===== src/rtl/robPkg.sv =====
package robPkg;
  parameter int ROB_DEPTH = 8;
  parameter int ROB_TAG_W = 4;
  parameter int ROB_REG_W = 3;
  parameter int ROB_DATA_W = 16;

  // Strobes from control to datapath
  typedef struct packed {
    logic alloc;
    logic commit;
    logic flush;
  } robStrobeT;
endpackage


===== src/rtl/robCtrl.sv =====
module robCtrl
  import robPkg::*;
#(
  parameter int DEPTH = ROB_DEPTH,
  localparam int PTR_W = $clog2(DEPTH)
) (
  input  logic             clk,
  input  logic             rstN,
  input  logic             issueValid,
  input  logic             headComplete,
  input  logic             headMispredict,
  output robStrobeT        strobe,
  output logic [PTR_W-1:0] allocIdx,
  output logic [PTR_W-1:0] headIdx,
  output logic             issueReady
);
  // Extra wrap bit on each pointer separates full from empty
  logic [PTR_W:0] headQ, tailQ, occ;
  logic empty, full;

  always_comb begin
    occ   = tailQ - headQ;
    empty = (headQ == tailQ);
    full  = (headQ[PTR_W] != tailQ[PTR_W]) &&
            (headQ[PTR_W-1:0] == tailQ[PTR_W-1:0]);
    strobe.flush  = !empty && headComplete && headMispredict;
    strobe.commit = !empty && headComplete && !headMispredict;
    issueReady    = !full && !strobe.flush;
    strobe.alloc  = issueValid && issueReady;
    allocIdx = tailQ[PTR_W-1:0];
    headIdx  = headQ[PTR_W-1:0];
  end

  always_ff @(posedge clk or negedge rstN) begin
    if (!rstN) begin
      headQ <= '0;
      tailQ <= '0;
    end else if (strobe.flush) begin
      headQ <= '0;
      tailQ <= '0;
    end else begin
      if (strobe.commit) headQ <= headQ + 1'b1;
      if (strobe.alloc)  tailQ <= tailQ + 1'b1;
    end
  end


  occ_bound_chk: assert property (@(posedge clk) disable iff (!rstN)
    occ <= DEPTH);

  occ_step_chk: assert property (@(posedge clk) disable iff (!rstN)
    !strobe.flush |=> (occ <= $past(occ) + 1'b1) && (occ + 1'b1 >= $past(occ)));

  flush_empties_chk: assert property (@(posedge clk) disable iff (!rstN)
    strobe.flush |=> empty);

  restore_single_chk: assert property (@(posedge clk) disable iff (!rstN)
    strobe.flush |=> !strobe.flush);
endmodule


===== src/rtl/robData.sv =====
module robData
  import robPkg::*;
#(
  parameter int DEPTH  = ROB_DEPTH,
  parameter int TAG_W  = ROB_TAG_W,
  parameter int REG_W  = ROB_REG_W,
  parameter int DATA_W = ROB_DATA_W,
  localparam int PTR_W = $clog2(DEPTH),
  localparam int NREGS = 1 << REG_W
) (
  input  logic              clk,
  input  logic              rstN,
  input  robStrobeT         strobe,
  input  logic [PTR_W-1:0]  allocIdx,
  input  logic [PTR_W-1:0]  headIdx,
  input  logic              issueHasDst,
  input  logic [REG_W-1:0]  issueDst,
  input  logic [TAG_W-1:0]  issueTag,
  input  logic              issueIsBranch,
  input  logic              issuePredTaken,
  input  logic              wbValid,
  input  logic [TAG_W-1:0]  wbTag,
  input  logic [DATA_W-1:0] wbValue,
  input  logic              wbTaken,
  input  logic [REG_W-1:0]  rdAddr,
  output logic              headComplete,
  output logic              headMispredict,
  output logic              headHasDst,
  output logic [REG_W-1:0]  headDst,
  output logic [DATA_W-1:0] headValue,
  output logic [DATA_W-1:0] rdData
);
  logic [DEPTH-1:0]  validQ, doneQ, hasDstQ, isBrQ, predQ, actQ;
  logic [REG_W-1:0]  dstQ [DEPTH];
  logic [TAG_W-1:0]  tagQ [DEPTH];
  logic [DATA_W-1:0] valQ [DEPTH];
  logic [DATA_W-1:0] cregQ [NREGS];
  logic [DEPTH-1:0]  wbHit, allocHit;

  // Tag match across every live slot
  for (genvar i = 0; i < DEPTH; i++) begin : gMatch
    assign wbHit[i]    = wbValid && validQ[i] && !doneQ[i] && (tagQ[i] == wbTag);
    assign allocHit[i] = validQ[i] && (tagQ[i] == issueTag);
  end

  always_ff @(posedge clk or negedge rstN) begin
    if (!rstN) begin
      validQ <= '0;
      doneQ  <= '0;
    end else begin
      for (int i = 0; i < DEPTH; i++) begin
        if (strobe.flush) begin
          validQ[i] <= 1'b0;
          doneQ[i]  <= 1'b0;
        end else if (strobe.alloc && allocIdx == PTR_W'(i)) begin
          validQ[i] <= 1'b1;
          doneQ[i]  <= 1'b0;
        end else begin
          if (strobe.commit && headIdx == PTR_W'(i)) validQ[i] <= 1'b0;
          if (wbHit[i]) doneQ[i] <= 1'b1;
        end
      end
    end
  end

  // Payload needs no reset: it is read only while validQ is set
  always_ff @(posedge clk) begin
    for (int i = 0; i < DEPTH; i++) begin
      if (strobe.alloc && allocIdx == PTR_W'(i)) begin
        hasDstQ[i] <= issueHasDst;
        dstQ[i]    <= issueDst;
        tagQ[i]    <= issueTag;
        isBrQ[i]   <= issueIsBranch;
        predQ[i]   <= issuePredTaken;
      end
      if (wbHit[i]) begin
        valQ[i] <= wbValue;
        actQ[i] <= wbTaken;
      end
    end
  end

  always_ff @(posedge clk or negedge rstN) begin
    if (!rstN) begin
      for (int r = 0; r < NREGS; r++) cregQ[r] <= '0;
    end else if (strobe.commit && headHasDst) begin
      cregQ[headDst] <= headValue;
    end
  end

  always_comb begin
    headComplete   = validQ[headIdx] && doneQ[headIdx];
    headMispredict = isBrQ[headIdx] && (predQ[headIdx] != actQ[headIdx]);
    headHasDst     = hasDstQ[headIdx];
    headDst        = dstQ[headIdx];
    headValue      = valQ[headIdx];
    rdData         = cregQ[rdAddr];
  end


  tag_unique_chk: assert property (@(posedge clk) disable iff (!rstN)
    strobe.alloc |-> (allocHit == '0));

  wb_single_hit_chk: assert property (@(posedge clk) disable iff (!rstN)
    $onehot0(wbHit));

  commit_write_chk: assert property (@(posedge clk) disable iff (!rstN)
    (strobe.commit && headHasDst) |=> cregQ[$past(headDst)] == $past(headValue));

  head_retire_chk: assert property (@(posedge clk) disable iff (!rstN)
    (strobe.commit && !strobe.alloc) |=> !validQ[$past(headIdx)]);
endmodule


===== src/rtl/specRob.sv =====
module specRob
  import robPkg::*;
#(
  parameter int DEPTH  = ROB_DEPTH,
  parameter int TAG_W  = ROB_TAG_W,
  parameter int REG_W  = ROB_REG_W,
  parameter int DATA_W = ROB_DATA_W,
  localparam int PTR_W = $clog2(DEPTH)
) (
  input  logic              clk,
  input  logic              rstN,
  input  logic              issueValid,
  input  logic              issueHasDst,
  input  logic [REG_W-1:0]  issueDst,
  input  logic [TAG_W-1:0]  issueTag,
  input  logic              issueIsBranch,
  input  logic              issuePredTaken,
  output logic              issueReady,
  input  logic              wbValid,
  input  logic [TAG_W-1:0]  wbTag,
  input  logic [DATA_W-1:0] wbValue,
  input  logic              wbTaken,
  output logic              commitValid,
  output logic              commitHasDst,
  output logic [REG_W-1:0]  commitDst,
  output logic [DATA_W-1:0] commitValue,
  output logic              restorePulse,
  input  logic [REG_W-1:0]  rdAddr,
  output logic [DATA_W-1:0] rdData
);
  robStrobeT strobe;
  logic [PTR_W-1:0] allocIdx, headIdx;
  logic headComplete, headMispredict;

  robCtrl #(.DEPTH(DEPTH)) uCtrl (
    .clk(clk), .rstN(rstN), .issueValid(issueValid),
    .headComplete(headComplete), .headMispredict(headMispredict),
    .strobe(strobe), .allocIdx(allocIdx), .headIdx(headIdx),
    .issueReady(issueReady)
  );

  robData #(.DEPTH(DEPTH), .TAG_W(TAG_W), .REG_W(REG_W), .DATA_W(DATA_W)) uData (
    .clk(clk), .rstN(rstN), .strobe(strobe),
    .allocIdx(allocIdx), .headIdx(headIdx),
    .issueHasDst(issueHasDst), .issueDst(issueDst), .issueTag(issueTag),
    .issueIsBranch(issueIsBranch), .issuePredTaken(issuePredTaken),
    .wbValid(wbValid), .wbTag(wbTag), .wbValue(wbValue), .wbTaken(wbTaken),
    .rdAddr(rdAddr),
    .headComplete(headComplete), .headMispredict(headMispredict),
    .headHasDst(headHasDst0), .headDst(commitDst), .headValue(commitValue),
    .rdData(rdData)
  );

  logic headHasDst0;
  assign commitValid  = strobe.commit;
  assign commitHasDst = headHasDst0;
  assign restorePulse = strobe.flush;
endmodule


===== config.mk =====
export PLATFORM = sky130hd
export DESIGN_NAME = specRob
export DESIGN_NICKNAME = d
export VERILOG_FILES = /design/src/rtl/robPkg.sv /design/src/rtl/robCtrl.sv /design/src/rtl/robData.sv /design/src/rtl/specRob.sv
export SDC_FILE = /design/constraint.sdc
export NUM_CORES = 1
export LEC_CHECK = 0
export BUFFER_PORTS_ARGS = -buffer_cell sky130_fd_sc_hd__buf_2
export CAP_MARGIN = 20
export CORE_AREA = 3 3 303 156
export CTS_CLUSTER_SIZE = 8
export DETAILED_ROUTE_END_ITERATION = 16
export DIE_AREA = 0 0 306 159
export PLACE_DENSITY = 0.52
export SLEW_MARGIN = 40
export SYNTH_ARGS = -nofsm -noshare
export SYNTH_HDL_FRONTEND = slang
export SYNTH_SLANG_ARGS = --single-unit

===== constraint.sdc =====
create_clock -name clk -period 6.4 [get_ports clk]
set_clock_uncertainty 0.2 [all_clocks]
set_input_delay 0.64 -clock clk [delete_from_list [all_inputs] [get_ports clk]]
set_output_delay 0.64 -clock clk [all_outputs]
set_load 0.05 [all_outputs]

# == Yosys cells after proc, flatten, opt, wreduce, memory -nomap -nowiden ==
# Memory sizes are Yosys's and may differ from the RTL's.
# Cells that the tools add are included.
# classes
muxes,144
eq_ne,26
n_reduce_logical,96
addsub,2
bitwise,2
magnitude_cmp,4
# op_table
cell,n
bitwise mux 128 bit,1
2-to-1 mux 1 bit,100
2-to-1 mux 3 bit,21
logical AND 1 bit,50
binary-select mux 16 bit (select 3 bit),1
demux 16 bit (select 3 bit),1
2-to-1 mux 16 bit,3
nonzero test 3 bit,16
2-to-1 mux 4 bit,11
equality test 4 bit,9
OR reduction 4 bit,7
"equality test 3 bit, second input constant",8
OR reduction 3 bit,7
binary-select mux 1 bit (select 3 bit),6
"equality test 3 x 2 -> 1 bit, second input constant",4
logical NOT 1 bit,12
"adder 4 x 1 -> 4 bit, second input constant",2
">= comparator 4 bit, second input constant",2
NOT 3 -> 4 bit,2
"equality test 3 x 1 -> 1 bit, second input constant",2
logical NOT 3 bit,2
"< comparator 3 x 4 -> 1 bit, second input constant",1
"< comparator 4 x 1 -> 1 bit, second input constant",1
nonzero test 2 bit,2
other kinds (2),3
# word_totals
output_inout_bits,39
mem_count,3
reg_bits,184
ramBits,184
wordCells,335
# mem_list
memory,words,width,rd,rd_clocked_by_memory_dff,write_ports,line_no,text
uData.valQ,8,16,1,0,8,robData.sv:36,logic [DATA_W-1:0] valQ [DEPTH];
uData.tagQ,8,4,8,0,1,robData.sv:35,logic [TAG_W-1:0] tagQ [DEPTH];
uData.dstQ,8,3,1,0,1,robData.sv:34,logic [REG_W-1:0] dstQ [DEPTH];

# == Logic depth before layout (Yosys ltp) ==
# depth
depth_word,19
mapped_depth,10
ltp_nobuf,7

# == Cells and area by module ==
# Synthesis repeated with hierarchy kept, for this count alone.
# hier_totals
cells_unflattened,860
area_unflattened_um2,15668.8
# modules_own_cells
module,area_each_um2,instances,cells_each,seq_area_each_um2
robData,15025.7,1,795,10089.7
robCtrl,643.1,1,65,200.2

# == Worst setup path after synthesis ==
# Ideal clock, no wire load.
# synth_timing
path_kind,input to register
start,input port wbTag[0]
end,"register uData.actQ[2], enable pin"
setup_slack_ns,2.720
arrival_ns,3.043
setup_time_ns,0.437
required_ns,5.763
stages,4
cell_sequence,clkbuf_1 xnor2_1 nand3_1 nor4_1
# synth_between
elab_chain_len,2
# synth_lines
element,line_no,text
from (decl),specRob.sv:20,"input logic [TAG_W-1:0] wbTag,"
equality test 4 bit,robData.sv:42,assign wbHit[i] = wbValid && validQ[i] && !doneQ[i] && (tagQ[i] == wbTag);
logical AND 1 bit,robData.sv:42,
via uData.wbHit[2],robData.sv:38,"logic [DEPTH-1:0] wbHit, allocHit;"
"to (signal, indexed assignment)",robData.sv:78,actQ[i] <= wbTaken;
to (decl),robData.sv:33,"logic [DEPTH-1:0] validQ, doneQ, hasDstQ, isBrQ, predQ, actQ;"
# The timed path passes the listed nets, and every way through them passes these cells.
# A chain may end at the register's enable or synchronous reset.

# == Worst setup path in the final report ==
# layout_timing
start,register uCtrl.headQ[0]
end,output port issueReady
# layout_between
elab_chain_len,7
# layout_lines
element,line_no,text
from (decl),robCtrl.sv:18,"logic [PTR_W:0] headQ, tailQ, occ;"
from (signal assigned),robCtrl.sv:42,if (strobe.commit) headQ <= headQ + 1'b1;
"binary-select mux 1 bit (select 3 bit), on equally long branches","robData.sv:93, robData.sv:92",
"2-to-1 mux 1 bit, on equally long branches","robData.sv:93, robData.sv:92",
inequality test 1 bit or logical AND 1 bit (tied branches),"robData.sv:93, robData.sv:92",
"logical AND 1 bit, on equally long branches","robData.sv:93, robCtrl.sv:26",
logical AND 1 bit,robCtrl.sv:26,strobe.flush = !empty && headComplete && headMispredict;
logical NOT 1 bit,robCtrl.sv:28,issueReady = !full && !strobe.flush;
logical AND 1 bit (*),robCtrl.sv:28,
to (decl),specRob.sv:18,"output logic issueReady,"
# Mark *: on every way between the ends. The rest lies on a longest branch, timed or not. The select of a mux whose other input is x is not followed.

==> metrics <==
Placed Area 16,700 um2; area leader, netlist edfxtp_1; Register Area 10,300 um2; WL final 35,600 um; DRC viols 0; share of synthesized flip-flops with an asynchronous set or reset 0.413; Final Wtd Congestion 0.776; mean post-synth cell area roughly 17 um2; post-layout instance area 18,300 um2; worst slack at placement 2410 ps; Slew Limit Fails 0; Reg power frac 0.403; Slew HR 0.534; clock-pin slew on the worst setup and hold paths 50 ps; Yosys cell types 41; part of the Yosys area used for sequential elements 0.661; number of post-CTS setup repair buffers 0; die height between 150 and 200 um; TNS Setup 0 ps; arrival time worst endpoint 3740 ps; H-tree levels 2; CTS max path bufs 3; Final period util 0.715; final setup violation count 0; 1st-pass router iterations 4; Min-Delay Path Depth 1; CTS root buffer clkbuf_16; row cnt 55; first-pass GRT wire length 55,800 um; #FFs+latches synth between 300 and 400; die width between 300 and 400 um; Internal Power ~5.4 mW; outcome completed; fill cell count approximately 4,000; Sw Share 0.332; fin nets 1,055; Fmax roughly 220 MHz; Min-Delay Path Class in2reg; maximum VDD drop 0.178 mV; Fin Hold WS 152 ps; Post-Layout Cell Count around 1,600; Initial Utilization 0.347; Yosys warning count 0; setup ws final 1820 ps; share of power burned in combinational logic 0.293; DPL Wire Length approximately 22,000 um; Yosys top cell area share 0.417; Vias per Instance 5.04; Port Buffer Count 76; total number of vias 8,244; reg2reg setup slack 2780 ps; unrepaired setup endpoints after global routing no; commonest non-fill, non-tap cell in the layout edfxtp_1; ys flop type edfxtp_1; GR Overflow Total 0; TritonCTS Buffers 51; WL per Instance roughly 22 um; CP required 5560 ps; Leak roughly 7 nW; syn nets 941; Clk pwr share 0.305; PnR Total Power 8.11 mW; initial drt markers 547; Mapped Cells 891; Num Clock Sinks roughly 370; CTS tree built; Worst-Margin Slew between 600 and 700 ps; Clk Latency, worst-skew pair 550 ps; crit path kind reg2out; area growth from synthesis to layout 17.4%; Synth area leaders edfxtp_1 (42%), dfrtp_1 (24%), mux4_2 (11%), mux2_1 (5.8%), mux2_2 (4.8%); most frequent cells in the layout edfxtp_1 (216), dfrtp_1 (150), mux2_1 (80); initial antenna violation count 1; switching pwr 2.69 mW; Post-CTS Resized 0; CP Launch Type flip-flop; Final Hold Viols 0; worst-path fanout max 29; Post-Place Cells 1,548; Die ar. 48,700 um2; area of the multi-input gates about 5000 um2; number of synthesized flops with an enable pin 216; Final ANT Viol Nets 0; critical path endpoint category primary output; gr usage total 0.149; CTS Hold Bufs 1; vias in the first global route between 9,000 and 10,000; Util after Layout 0.408; PD cells about 440 nW/um2; core area 44,800 um2; largest net degree at the start of global routing 110; Min Clock Period, post-route 4580 ps; layout cells sized above 1 0.327; Cell Area, Synth 15,600 um2; Register-to-Register Path Depth 7; Max-Cap Viols 0; # IOs 77
[critical path, stage by stage (launching register included)]
cell and delay [ps]:
dfrtp_4 720, mux4_2 560, mux2i_1 220, xnor2_1 140, nor3_4 180, buf_4 290
nor2b_4 650, a41oi_1 120, buf_2 260
[synth_stat cells, types with 5 or more instances]
cell type / instances
edfxtp_1: 216
dfrtp_1: 152
mux2_1: 80
nand2_1: 79
mux4_2: 78
mux2_2: 66
xnor2_1: 30
nor2_1: 25
clkbuf_1: 17
o21ai_0: 16
nand3_1: 15
ha_1: 12
a21oi_1: 11
buf_6: 10
xor2_1: 10
inv_1: 9
buf_2: 8
nor4_1: 8
buf_1: 6
nor3_4: 5
[flip-flops by register name (all words and copies together), names as in the netlist]
| register | cells |
|---|---|
| uData.cregQ | 128 |
| uData.valQ | 128 |
| uData.tagQ | 32 |
| uData.dstQ | 24 |
| uData.actQ | 8 |
| uData.doneQ | 8 |
| uData.hasDstQ | 8 |
| uData.isBrQ | 8 |
| uData.predQ | 8 |
| uData.validQ | 8 |
| uCtrl.headQ | 4 |
| uCtrl.tailQ | 4 |
[cell type report]
class,count,area share
antenna,1,0.000137
clock buffer,84,0.0790
sequential,368,0.564
inverter,11,0.00226
clock inverter,1,0.00110
multi-input combinational,467,0.276
timing repair buffer,106,0.0365
tap,598,0.0410
[kinds of logic after synthesis]
family | count (synthesis) | share of synthesized area
XOR/XNOR | 40 | 0.0225
adder cells (fa/ha/maj) | 12 | 0.00965
multiplexers | 228 | 0.222
AND/OR/NAND/NOR | 152 | 0.0521
flip-flops | 368 | 0.661
AO/OA/AOI/OAI | 35 | 0.0129
buffers and inverters | 56 | 0.0199
[layer usage]
layer  vias to the layer above  share of wire  global-route usage
met4                         0          0.018              0.0385
met3                        51          0.040              0.0271
li1                       3631              -                   -
met1                      4391           0.44               0.198
met5                         -              0                   0
met2                       171           0.50               0.253
[power by group through the flow]
stage                     Sequential [mW]  Clock (mW)  Combinational (mW)
after floorplan                      3.18           0                1.87
after global placement               3.28           0                2.34
after detailed placement             3.31           0                2.40
after CTS                            3.27        2.54                2.41
after global routing                 3.32        2.65                2.57
final                                3.26        2.47                2.37
[path summary, 6_finish.rpt]
check / start / end
max reg2reg: uCtrl.headQ[0]$_DFFE_PN0P_ / uData.dstQ[2][0]$_DFFE_PP_
max in group asynchronous: rstN / uCtrl.headQ[0]$_DFFE_PN0P_
min reg2reg: uData.cregQ[109]$_DFFE_PN0P_ / uData.cregQ[109]$_DFFE_PN0P_
max: uCtrl.headQ[0]$_DFFE_PN0P_ / issueReady
min: wbValue[7] / uData.valQ[2][7]$_DFFE_PP_
min in group asynchronous: rstN / uData.cregQ[112]$_DFFE_PN0P_
Power figures use the tool's default switching activity.
